**src/rtl/usb_ctl_pkg.sv**
```systemverilog
package usb_ctl_pkg;

    typedef enum logic [1:0] {
        TOK_OUT   = 2'd0,
        TOK_IN    = 2'd1,
        TOK_SETUP = 2'd2
    } tok_e;

    typedef enum logic [1:0] {
        RSP_ACK   = 2'd0,
        RSP_NAK   = 2'd1,
        RSP_STALL = 2'd2,
        RSP_NONE  = 2'd3
    } rsp_e;

    typedef enum logic [2:0] {
        S_IDLE,
        S_SETUP_TX,
        S_SETUP_WT,
        S_DATA_TX,
        S_DATA_WT,
        S_STAT_TX,
        S_STAT_WT,
        S_END
    } st_e;

    localparam int SETUP_BYTES = 8;
    localparam int REQ_WORDS   = 4;
    localparam int WORD_W      = 16;

endpackage

```
**src/rtl/ctl_req_regs.sv**
```systemverilog
module ctl_req_regs
    import usb_ctl_pkg::*;
(
    input  logic                      clk,
    input  logic                      rst_n,
    input  logic                      wr,
    input  logic [1:0]                sel,
    input  logic [WORD_W-1:0]         wdata,
    input  logic                      lock,
    output logic [REQ_WORDS*WORD_W-1:0] pkt,
    output logic                      dir_in,
    output logic [WORD_W-1:0]         len
);

    logic [WORD_W-1:0] words [REQ_WORDS];

    for (genvar g = 0; g < REQ_WORDS; g++) begin : g_word
        always_ff @(posedge clk) begin
            if (!rst_n)
                words[g] <= '0;
            else if (wr && !lock && (sel == 2'(g)))
                words[g] <= wdata;
        end
        assign pkt[g*WORD_W +: WORD_W] = words[g];
    end

    assign dir_in = words[0][7];
    assign len    = words[REQ_WORDS-1];

    // request words frozen while setup request pending
    p_reg_lock_r3: assert property (@(posedge clk) disable iff (!rst_n)
        lock |=> $stable(pkt));

endmodule

```
**src/rtl/ctl_byte_cnt.sv**
```systemverilog
module ctl_byte_cnt #(
    parameter int LEN_W = 16,
    parameter int MPS_W = 7
) (
    input  logic             clk,
    input  logic             rst_n,
    input  logic             load,
    input  logic [LEN_W-1:0] load_len,
    input  logic             consume,
    input  logic [MPS_W-1:0] amount,
    input  logic [MPS_W-1:0] mps,
    output logic [LEN_W-1:0] rem,
    output logic [MPS_W-1:0] chunk
);

    logic [LEN_W-1:0] amt_ext, mps_ext;

    assign amt_ext = LEN_W'(amount);
    assign mps_ext = LEN_W'(mps);

    always_ff @(posedge clk) begin
        if (!rst_n)
            rem <= '0;
        else if (load)
            rem <= load_len;
        else if (consume)
            rem <= (amt_ext >= rem) ? '0 : rem - amt_ext;
    end

    assign chunk = (rem < mps_ext) ? rem[MPS_W-1:0] : mps;

    // the remaining count only shrinks between loads
    p_rem_never_grows_r9: assert property (@(posedge clk) disable iff (!rst_n)
        !load |=> rem <= $past(rem));

endmodule

```
**src/rtl/ctl_seq_fsm.sv**
```systemverilog
module ctl_seq_fsm
    import usb_ctl_pkg::*;
#(
    parameter int LEN_W = 16,
    parameter int MPS_W = 7
) (
    input  logic             clk,
    input  logic             rst_n,
    input  logic             start,
    input  logic             req_dir_in,
    input  logic             req_len_nz,
    input  logic [MPS_W-1:0] mps,
    input  logic [LEN_W-1:0] cnt_rem,
    input  logic [MPS_W-1:0] cnt_chunk,
    input  logic             pe_done,
    input  logic [1:0]       pe_resp,
    input  logic [MPS_W-1:0] pe_rx_len,
    output logic             sureq,
    output logic             busy,
    output logic             pe_req,
    output logic [1:0]       pe_tok,
    output logic             pe_pid,
    output logic [MPS_W-1:0] pe_len,
    output logic             cnt_load,
    output logic             cnt_consume,
    output logic [MPS_W-1:0] cnt_amount,
    output logic             setup_ack,
    output logic             setup_err,
    output logic             stall,
    output logic             xfer_done
);

    st_e  state, nxt;
    rsp_e resp;
    logic tog, zlp, dir_in, has_data;
    logic in_end, out_last, out_full, out_end, go;

    assign resp     = rsp_e'(pe_resp);
    assign go       = (state == S_IDLE) && start;
    assign in_end   = (pe_rx_len < mps) || (LEN_W'(pe_rx_len) >= cnt_rem);
    assign out_last = (cnt_rem == LEN_W'(cnt_chunk));
    assign out_full = (cnt_chunk == mps);
    assign out_end  = zlp || (out_last && !out_full);

    // next-state logic
    always_comb begin
        nxt = state;
        unique case (state)
            S_IDLE:     if (start) nxt = S_SETUP_TX;
            S_SETUP_TX: nxt = S_SETUP_WT;
            S_SETUP_WT: if (pe_done)
                            nxt = (resp != RSP_ACK) ? S_END :
                                  (has_data ? S_DATA_TX : S_STAT_TX);
            S_DATA_TX:  nxt = S_DATA_WT;
            S_DATA_WT:  if (pe_done) begin
                            unique case (resp)
                                RSP_ACK:   nxt = (dir_in ? in_end : out_end) ? S_STAT_TX : S_DATA_TX;
                                RSP_STALL: nxt = S_END;
                                RSP_NAK,
                                RSP_NONE:  nxt = S_DATA_TX;
                            endcase
                        end
            S_STAT_TX:  nxt = S_STAT_WT;
            S_STAT_WT:  if (pe_done)
                            nxt = (resp == RSP_ACK || resp == RSP_STALL) ? S_END : S_STAT_TX;
            S_END:      nxt = S_IDLE;
            default:    nxt = S_IDLE;
        endcase
    end

    // state register and tracked transfer state
    always_ff @(posedge clk) begin
        if (!rst_n) begin
            state     <= S_IDLE;
            sureq     <= 1'b0;
            tog       <= 1'b0;
            zlp       <= 1'b0;
            dir_in    <= 1'b0;
            has_data  <= 1'b0;
            setup_ack <= 1'b0;
            setup_err <= 1'b0;
            stall     <= 1'b0;
        end else begin
            state <= nxt;
            if (go) begin
                sureq     <= 1'b1;
                dir_in    <= req_dir_in;
                has_data  <= req_len_nz;
                tog       <= 1'b0;
                zlp       <= 1'b0;
                setup_ack <= 1'b0;
                setup_err <= 1'b0;
                stall     <= 1'b0;
            end
            if (state == S_SETUP_WT && pe_done) begin
                sureq     <= 1'b0;
                tog       <= 1'b1;
                setup_ack <= (resp == RSP_ACK);
                setup_err <= (resp != RSP_ACK);
                stall     <= (resp == RSP_STALL);
            end
            if (state == S_DATA_WT && pe_done) begin
                if (resp == RSP_ACK) begin
                    tog <= ~tog;
                    if (!dir_in) begin
                        if (zlp)
                            zlp <= 1'b0;
                        else if (out_last && out_full)
                            zlp <= 1'b1;
                    end
                end else if (resp == RSP_STALL) begin
                    stall <= 1'b1;
                end
            end
            if (state == S_STAT_WT && pe_done && resp == RSP_STALL)
                stall <= 1'b1;
        end
    end

    // outputs
    always_comb begin
        pe_req      = 1'b0;
        pe_tok      = TOK_OUT;
        pe_pid      = 1'b0;
        pe_len      = '0;
        busy        = (state != S_IDLE);
        xfer_done   = (state == S_END);
        cnt_load    = go;
        cnt_consume = (state == S_DATA_WT) && pe_done && (resp == RSP_ACK) && !zlp;
        cnt_amount  = dir_in ? pe_rx_len : cnt_chunk;
        unique case (state)
            S_SETUP_TX, S_SETUP_WT: begin
                pe_req = (state == S_SETUP_TX);
                pe_tok = TOK_SETUP;
                pe_pid = 1'b0;
                pe_len = MPS_W'(SETUP_BYTES);
            end
            S_DATA_TX, S_DATA_WT: begin
                pe_req = (state == S_DATA_TX);
                pe_tok = dir_in ? TOK_IN : TOK_OUT;
                pe_pid = tog;
                pe_len = (dir_in || zlp) ? '0 : cnt_chunk;
            end
            S_STAT_TX, S_STAT_WT: begin
                pe_req = (state == S_STAT_TX);
                pe_tok = (dir_in && has_data) ? TOK_OUT : TOK_IN;
                pe_pid = 1'b1;
            end
            default: ;
        endcase
    end

    p_sureq_clear_r2: assert property (@(posedge clk) disable iff (!rst_n)
        (state == S_SETUP_WT && pe_done) |=> !sureq);

    p_setup_flags_r4: assert property (@(posedge clk) disable iff (!rst_n)
        $onehot0({setup_ack, setup_err}));

    p_setup_data0_r5: assert property (@(posedge clk) disable iff (!rst_n)
        (pe_req && pe_tok == TOK_SETUP) |-> !pe_pid);

    p_first_data1_r6: assert property (@(posedge clk) disable iff (!rst_n)
        (state == S_DATA_TX && $past(state) == S_SETUP_WT) |-> pe_pid);

    p_nak_keeps_tog_r7: assert property (@(posedge clk) disable iff (!rst_n)
        (state == S_DATA_WT && pe_done && resp != RSP_ACK) |=> tog == $past(tog));

    p_status_data1_r8: assert property (@(posedge clk) disable iff (!rst_n)
        (pe_req && state == S_STAT_TX) |-> (pe_pid && pe_len == '0));

    p_stall_sticky_r11: assert property (@(posedge clk) disable iff (!rst_n)
        (stall && !go) |=> stall);

    p_done_then_idle_r12: assert property (@(posedge clk) disable iff (!rst_n)
        xfer_done |=> !busy);

endmodule

```
**src/rtl/usb_ctl_seq.sv**
```systemverilog
module usb_ctl_seq
    import usb_ctl_pkg::*;
#(
    parameter int MPS_W  = 7,
    parameter int ADDR_W = 7
) (
    input  logic              clk,
    input  logic              rst_n,
    input  logic              reg_wr,
    input  logic [1:0]        reg_sel,
    input  logic [15:0]       reg_wdata,
    input  logic [ADDR_W-1:0] pipe_dev,
    input  logic [MPS_W-1:0]  pipe_mps,
    input  logic              start,
    output logic              sureq,
    output logic              busy,
    output logic [63:0]       setup_pkt,
    output logic              pe_req,
    output logic [1:0]        pe_tok,
    output logic              pe_pid,
    output logic [MPS_W-1:0]  pe_len,
    output logic [ADDR_W-1:0] pe_addr,
    input  logic              pe_done,
    input  logic [1:0]        pe_resp,
    input  logic [MPS_W-1:0]  pe_rx_len,
    output logic              setup_ack,
    output logic              setup_err,
    output logic              stall,
    output logic              xfer_done
);

    localparam int LEN_W = WORD_W;

    logic             req_dir_in;
    logic [LEN_W-1:0] req_len;
    logic             cnt_load, cnt_consume;
    logic [MPS_W-1:0] cnt_amount, cnt_chunk;
    logic [LEN_W-1:0] cnt_rem;

    ctl_req_regs u_regs (
        .clk    (clk),
        .rst_n  (rst_n),
        .wr     (reg_wr),
        .sel    (reg_sel),
        .wdata  (reg_wdata),
        .lock   (sureq),
        .pkt    (setup_pkt),
        .dir_in (req_dir_in),
        .len    (req_len)
    );

    ctl_byte_cnt #(.LEN_W(LEN_W), .MPS_W(MPS_W)) u_cnt (
        .clk      (clk),
        .rst_n    (rst_n),
        .load     (cnt_load),
        .load_len (req_len),
        .consume  (cnt_consume),
        .amount   (cnt_amount),
        .mps      (pipe_mps),
        .rem      (cnt_rem),
        .chunk    (cnt_chunk)
    );

    ctl_seq_fsm #(.LEN_W(LEN_W), .MPS_W(MPS_W)) u_fsm (
        .clk         (clk),
        .rst_n       (rst_n),
        .start       (start),
        .req_dir_in  (req_dir_in),
        .req_len_nz  (req_len != '0),
        .mps         (pipe_mps),
        .cnt_rem     (cnt_rem),
        .cnt_chunk   (cnt_chunk),
        .pe_done     (pe_done),
        .pe_resp     (pe_resp),
        .pe_rx_len   (pe_rx_len),
        .sureq       (sureq),
        .busy        (busy),
        .pe_req      (pe_req),
        .pe_tok      (pe_tok),
        .pe_pid      (pe_pid),
        .pe_len      (pe_len),
        .cnt_load    (cnt_load),
        .cnt_consume (cnt_consume),
        .cnt_amount  (cnt_amount),
        .setup_ack   (setup_ack),
        .setup_err   (setup_err),
        .stall       (stall),
        .xfer_done   (xfer_done)
    );

    assign pe_addr = pipe_dev;

endmodule

```
**config.mk**
```make
export PLATFORM = sky130hd
export DESIGN_NAME = usb_ctl_seq
export DESIGN_NICKNAME = d
export VERILOG_FILES = /design/src/rtl/usb_ctl_pkg.sv /design/src/rtl/ctl_req_regs.sv /design/src/rtl/ctl_byte_cnt.sv /design/src/rtl/ctl_seq_fsm.sv /design/src/rtl/usb_ctl_seq.sv
export SDC_FILE = /design/constraint.sdc
export NUM_CORES = 1
export LEC_CHECK = 0
export ABC_CLOCK_PERIOD_IN_PS = 6800
export BUFFER_PORTS_ARGS = -buffer_cell sky130_fd_sc_hd__buf_4
export CAP_MARGIN = 20
export CELL_PAD_IN_SITES_DETAIL_PLACEMENT = 0
export CELL_PAD_IN_SITES_GLOBAL_PLACEMENT = 2
export CORE_UTILIZATION = 33
export CTS_CLUSTER_SIZE = 40
export DETAILED_ROUTE_END_ITERATION = 16
export GPL_ROUTABILITY_DRIVEN = 0
export PLACE_DENSITY = 0.87
export SETUP_SLACK_MARGIN = 0.02
export SLEW_MARGIN = 10
export SYNTH_ARGS = -nofsm -noshare
export SYNTH_HDL_FRONTEND = slang
export SYNTH_HIERARCHICAL = 1
export SYNTH_SLANG_ARGS = --single-unit
```
**constraint.sdc**
```tcl
create_clock -name clk -period 6.8 [get_ports clk]
set_clock_uncertainty 0.1 [all_clocks]
set_input_delay 1.36 -clock clk [delete_from_list [all_inputs] [get_ports clk]]
set_output_delay 1.36 -clock clk [all_outputs]
set_load 0.01 [all_outputs]
```
==> out/results.ini <==
[status]
outcome=complete, no violations

[worst_setup_path]
cp_max_fo=10
cp_num_buf_inv=3
reg2reg_slack_ns=2.18
r2r-end=u_cnt/rem[13]
slowest_stage=o41ai_2
crit_path_start_kind=input port
crit_path_end_kind=flip-flop
crit_path_max_incr_delay_ns=0.71
path_cells=buf_4 > inv_1 > ha_1 > a21o_1 > a21o_1 > a21oi_1 > o41ai_2 > mux2_2 > mux2_2 > inv_1 > ha_1 > a211oi_1 > and2_1 > a31oi_2 > and3_4 > a221oi_2 > nor2_1
path_class=in2reg
rr_startpoint=u_cnt/rem[15]
arrival_ns=5.48
critical_path.top_delay_family=compound AO/OA/AOI/OAI gates
ff2ff_path_depth=15
cp.required_ns=6.91

[min_path]
hold_end=u_fsm/stall
hold_depth=2
hold_start=u_fsm/stall
hp-class=reg2reg

[placed_design]
place_ws_ns=1.14
place_inst=843
portBuffers=119
dp_hpwl_um=11200

[pwr]
pwr-share-clk_pct=31.7
seq_power_share_pct=41.8
p_int_mw=1.11
powerDensity_nw_per_um2=238
irDropWorstVdd_uv=132
p_comb_share_pct=26.5
p_sw_mw=0.487
swShare_pct=30.5
leakage_nw=2.97

[floorplan]
fp-row-count=46
initial_core_util_pct=34.3
die-height_um=131
die-width_um=131
io_pins=134
dieArea_um2=17200
core_um2=16100

[global_route]
grt_max_degree=39
grt_pass1_wl_um=23900
antenna_found_initial=0
overflow=0
grt_pass1_vias=4392
grt_use_total_pct=17.5

[synth]
yosys.area.top_type=edfxtp_1
synth_cells=551
synth_warnings=6
synth_edf_count=64
syn_nets=624
avgSynthCellArea_um2=9.99
ys_async_sr_fraction_pct=0
yosysTopAreaCellShare_pct=34.9
synth_top_flop_cell=edfxtp_1
ys_seq_area_share_pct=44.7
synth_cell_types=63
ys_top_cells_by_area=edfxtp_1 35%, dfxtp_1 9.8%, ha_1 5.9%
synth-seq-cells=91
syn-cell-area_um2=5510

[detailed_routing]
first_iter_violations=396
vias=4465
post_drt_wl_per_cell_um=17.5
firstDrtPassIters=7
route.detailed.drc=0
vias_per_cell=5.20
drt-total-wl_um=15100
ant_nets=0

[timing]
drv_slew=0
timing.slew.headroom_pct=40.6
fmax_mhz=186
min_period_over_period_pct=78.9
setup_viol=0
tns_ns=0
worst_slew_pin_slew_ns=0.882
hold_violations=0
setup_slack_ns=1.43
finalCriticalPeriod_ns=5.37
rsz0062_at_grt=false

[cells_and_area]
instances_no_fill=859
final_common_cell=buf_4
drive_above_1_share_pct=26.4
fillers=1541
final_cell_mix=124 x buf_4, 64 x edfxtp_1, 60 x nor2_1
synthToLayoutAreaGrowth_pct=22.4
antenna_cells=0
final_nets=711

[clocking]
clock-root-buffer=clkbuf_16
clk_pin_slew_ns=0.06
htree_levels=3
clk_latency_ns=0.34
cts_resized=0
numCtsBuffers=9
post-cts-setup-buffer-count=0
cts_tree=done
cts.path.max_buffers=2
holdBufCountCts=0
cts_sinks=91

[flow_run]
maxCapViolCount=0

[cells in the mapped netlist (4+ instances only)]
| library cell | n |
|---|---|
| mux2_2 | 8 |
| nand2_1 | 20 |
| o211ai_1 | 4 |
| nand2b_1 | 7 |
| inv_1 | 37 |
| dfxtp_1 | 27 |
| nor3_1 | 8 |
| xor2_1 | 6 |
| a31oi_1 | 8 |
| ha_1 | 26 |
| nor4_1 | 4 |
| a21oi_1 | 19 |
| nor2_1 | 60 |
| and2_1 | 9 |
| buf_4 | 24 |
| clkbuf_1 | 17 |
| and3_1 | 44 |
| edfxtp_1 | 64 |
| xnor2_1 | 19 |
| mux2_1 | 5 |
| nand4_1 | 8 |
| nand3_1 | 26 |
| buf_2 | 4 |
| a21boi_0 | 6 |
| a21o_1 | 8 |
| a221oi_2 | 9 |
| o21ai_0 | 17 |
| mux2i_1 | 5 |
[worst min-delay path: cells and delay by family (launching register included)]
family,cells,cell delay (ns)
and+or+nand+nor,1,0.06
AOI/OAI and AO/OA,1,0.07
DFF,1,0.31
[layer usage]
layer / global-route usage (%) / wire, um / vias to the layer above / part of all wire (%)
met5: 0 / 0 / - / 0
met4: 3.14 / 97 / 0 / 0.64
met3: 4.75 / 1090 / 14 / 7.2
met2: 28.2 / 7060 / 180 / 47
met1: 23.7 / 6820 / 2126 / 45
li1: - / - / 2145 / -
[cell type report]
type | instances | area (um2) | area share (%)
Timing Repair Buffer | 124 | 931 | 13.8
Clock inverter | 2 | 16.3 | 0.241
Clock buffer | 14 | 295 | 4.38
Multi-Input combinational cell | 375 | 2620 | 38.9
Sequential cell | 91 | 2460 | 36.5
Tap cell | 216 | 270 | 4.01
Inverter | 37 | 139 | 2.06
[flip-flops by register name (all words and copies together), names as in the netlist]
signal and cells:
u_cnt/rem 16, u_fsm/dir_in 1, u_fsm/has_data 1, u_fsm/setup_ack 1, u_fsm/setup_err 1, u_fsm/stall 1, u_fsm/state 3, u_fsm/sureq 1
u_fsm/tog 1, u_fsm/zlp 1, u_regs/words 64
[worst max-delay path by stage]
stage / startpoint / end / slack (ns) / cells past startpoint
floorplan: pipe_mps[1] / u_cnt/rem[11] / 1.68 / 17
global placement: pipe_mps[1] / u_cnt/rem[15] / 1.26 / 17
detailed placement: pipe_mps[1] / u_cnt/rem[13] / 1.14 / 17
CTS: pipe_mps[1] / u_cnt/rem[13] / 1.49 / 17
global route: pipe_mps[1] / u_cnt/rem[13] / 1.19 / 17
finish: pipe_mps[1] / u_cnt/rem[0] / 1.43 / 17
[power by group through the flow]
stage / Clock (mW) / Combinational, mW / Sequential (mW)
global placement: 0 / 0.415 / 0.679
global route: 0.541 / 0.465 / 0.675
CTS: 0.517 / 0.424 / 0.670
floorplan: 0 / 0.290 / 0.672
detailed placement: 0 / 0.421 / 0.681
finish: 0.507 / 0.424 / 0.670
[cell families after synthesis]
family | Yosys count | share of synthesized area, %
flops | 91 | 44.7
compound gates | 90 | 12.0
fa+ha+maj | 27 | 6.27
buf+inv | 85 | 7.80
simple gates | 215 | 21.6
xor+xnor | 25 | 3.98
mux | 18 | 3.57
[through the flow]
stage,hold slack [ns],total power [mW],cell area (um2),utilization (%)
floorplan,0.367,0.962,5510,-
global placement,0.376,1.09,6430,40.0
detailed placement,0.386,1.10,6430,40.0
CTS,0.398,1.61,6740,42.0
global route,0.424,1.68,6740,42.0
finish,0.392,1.60,6740,42.0
No activity file was read; power rests on OpenSTA's default activity.
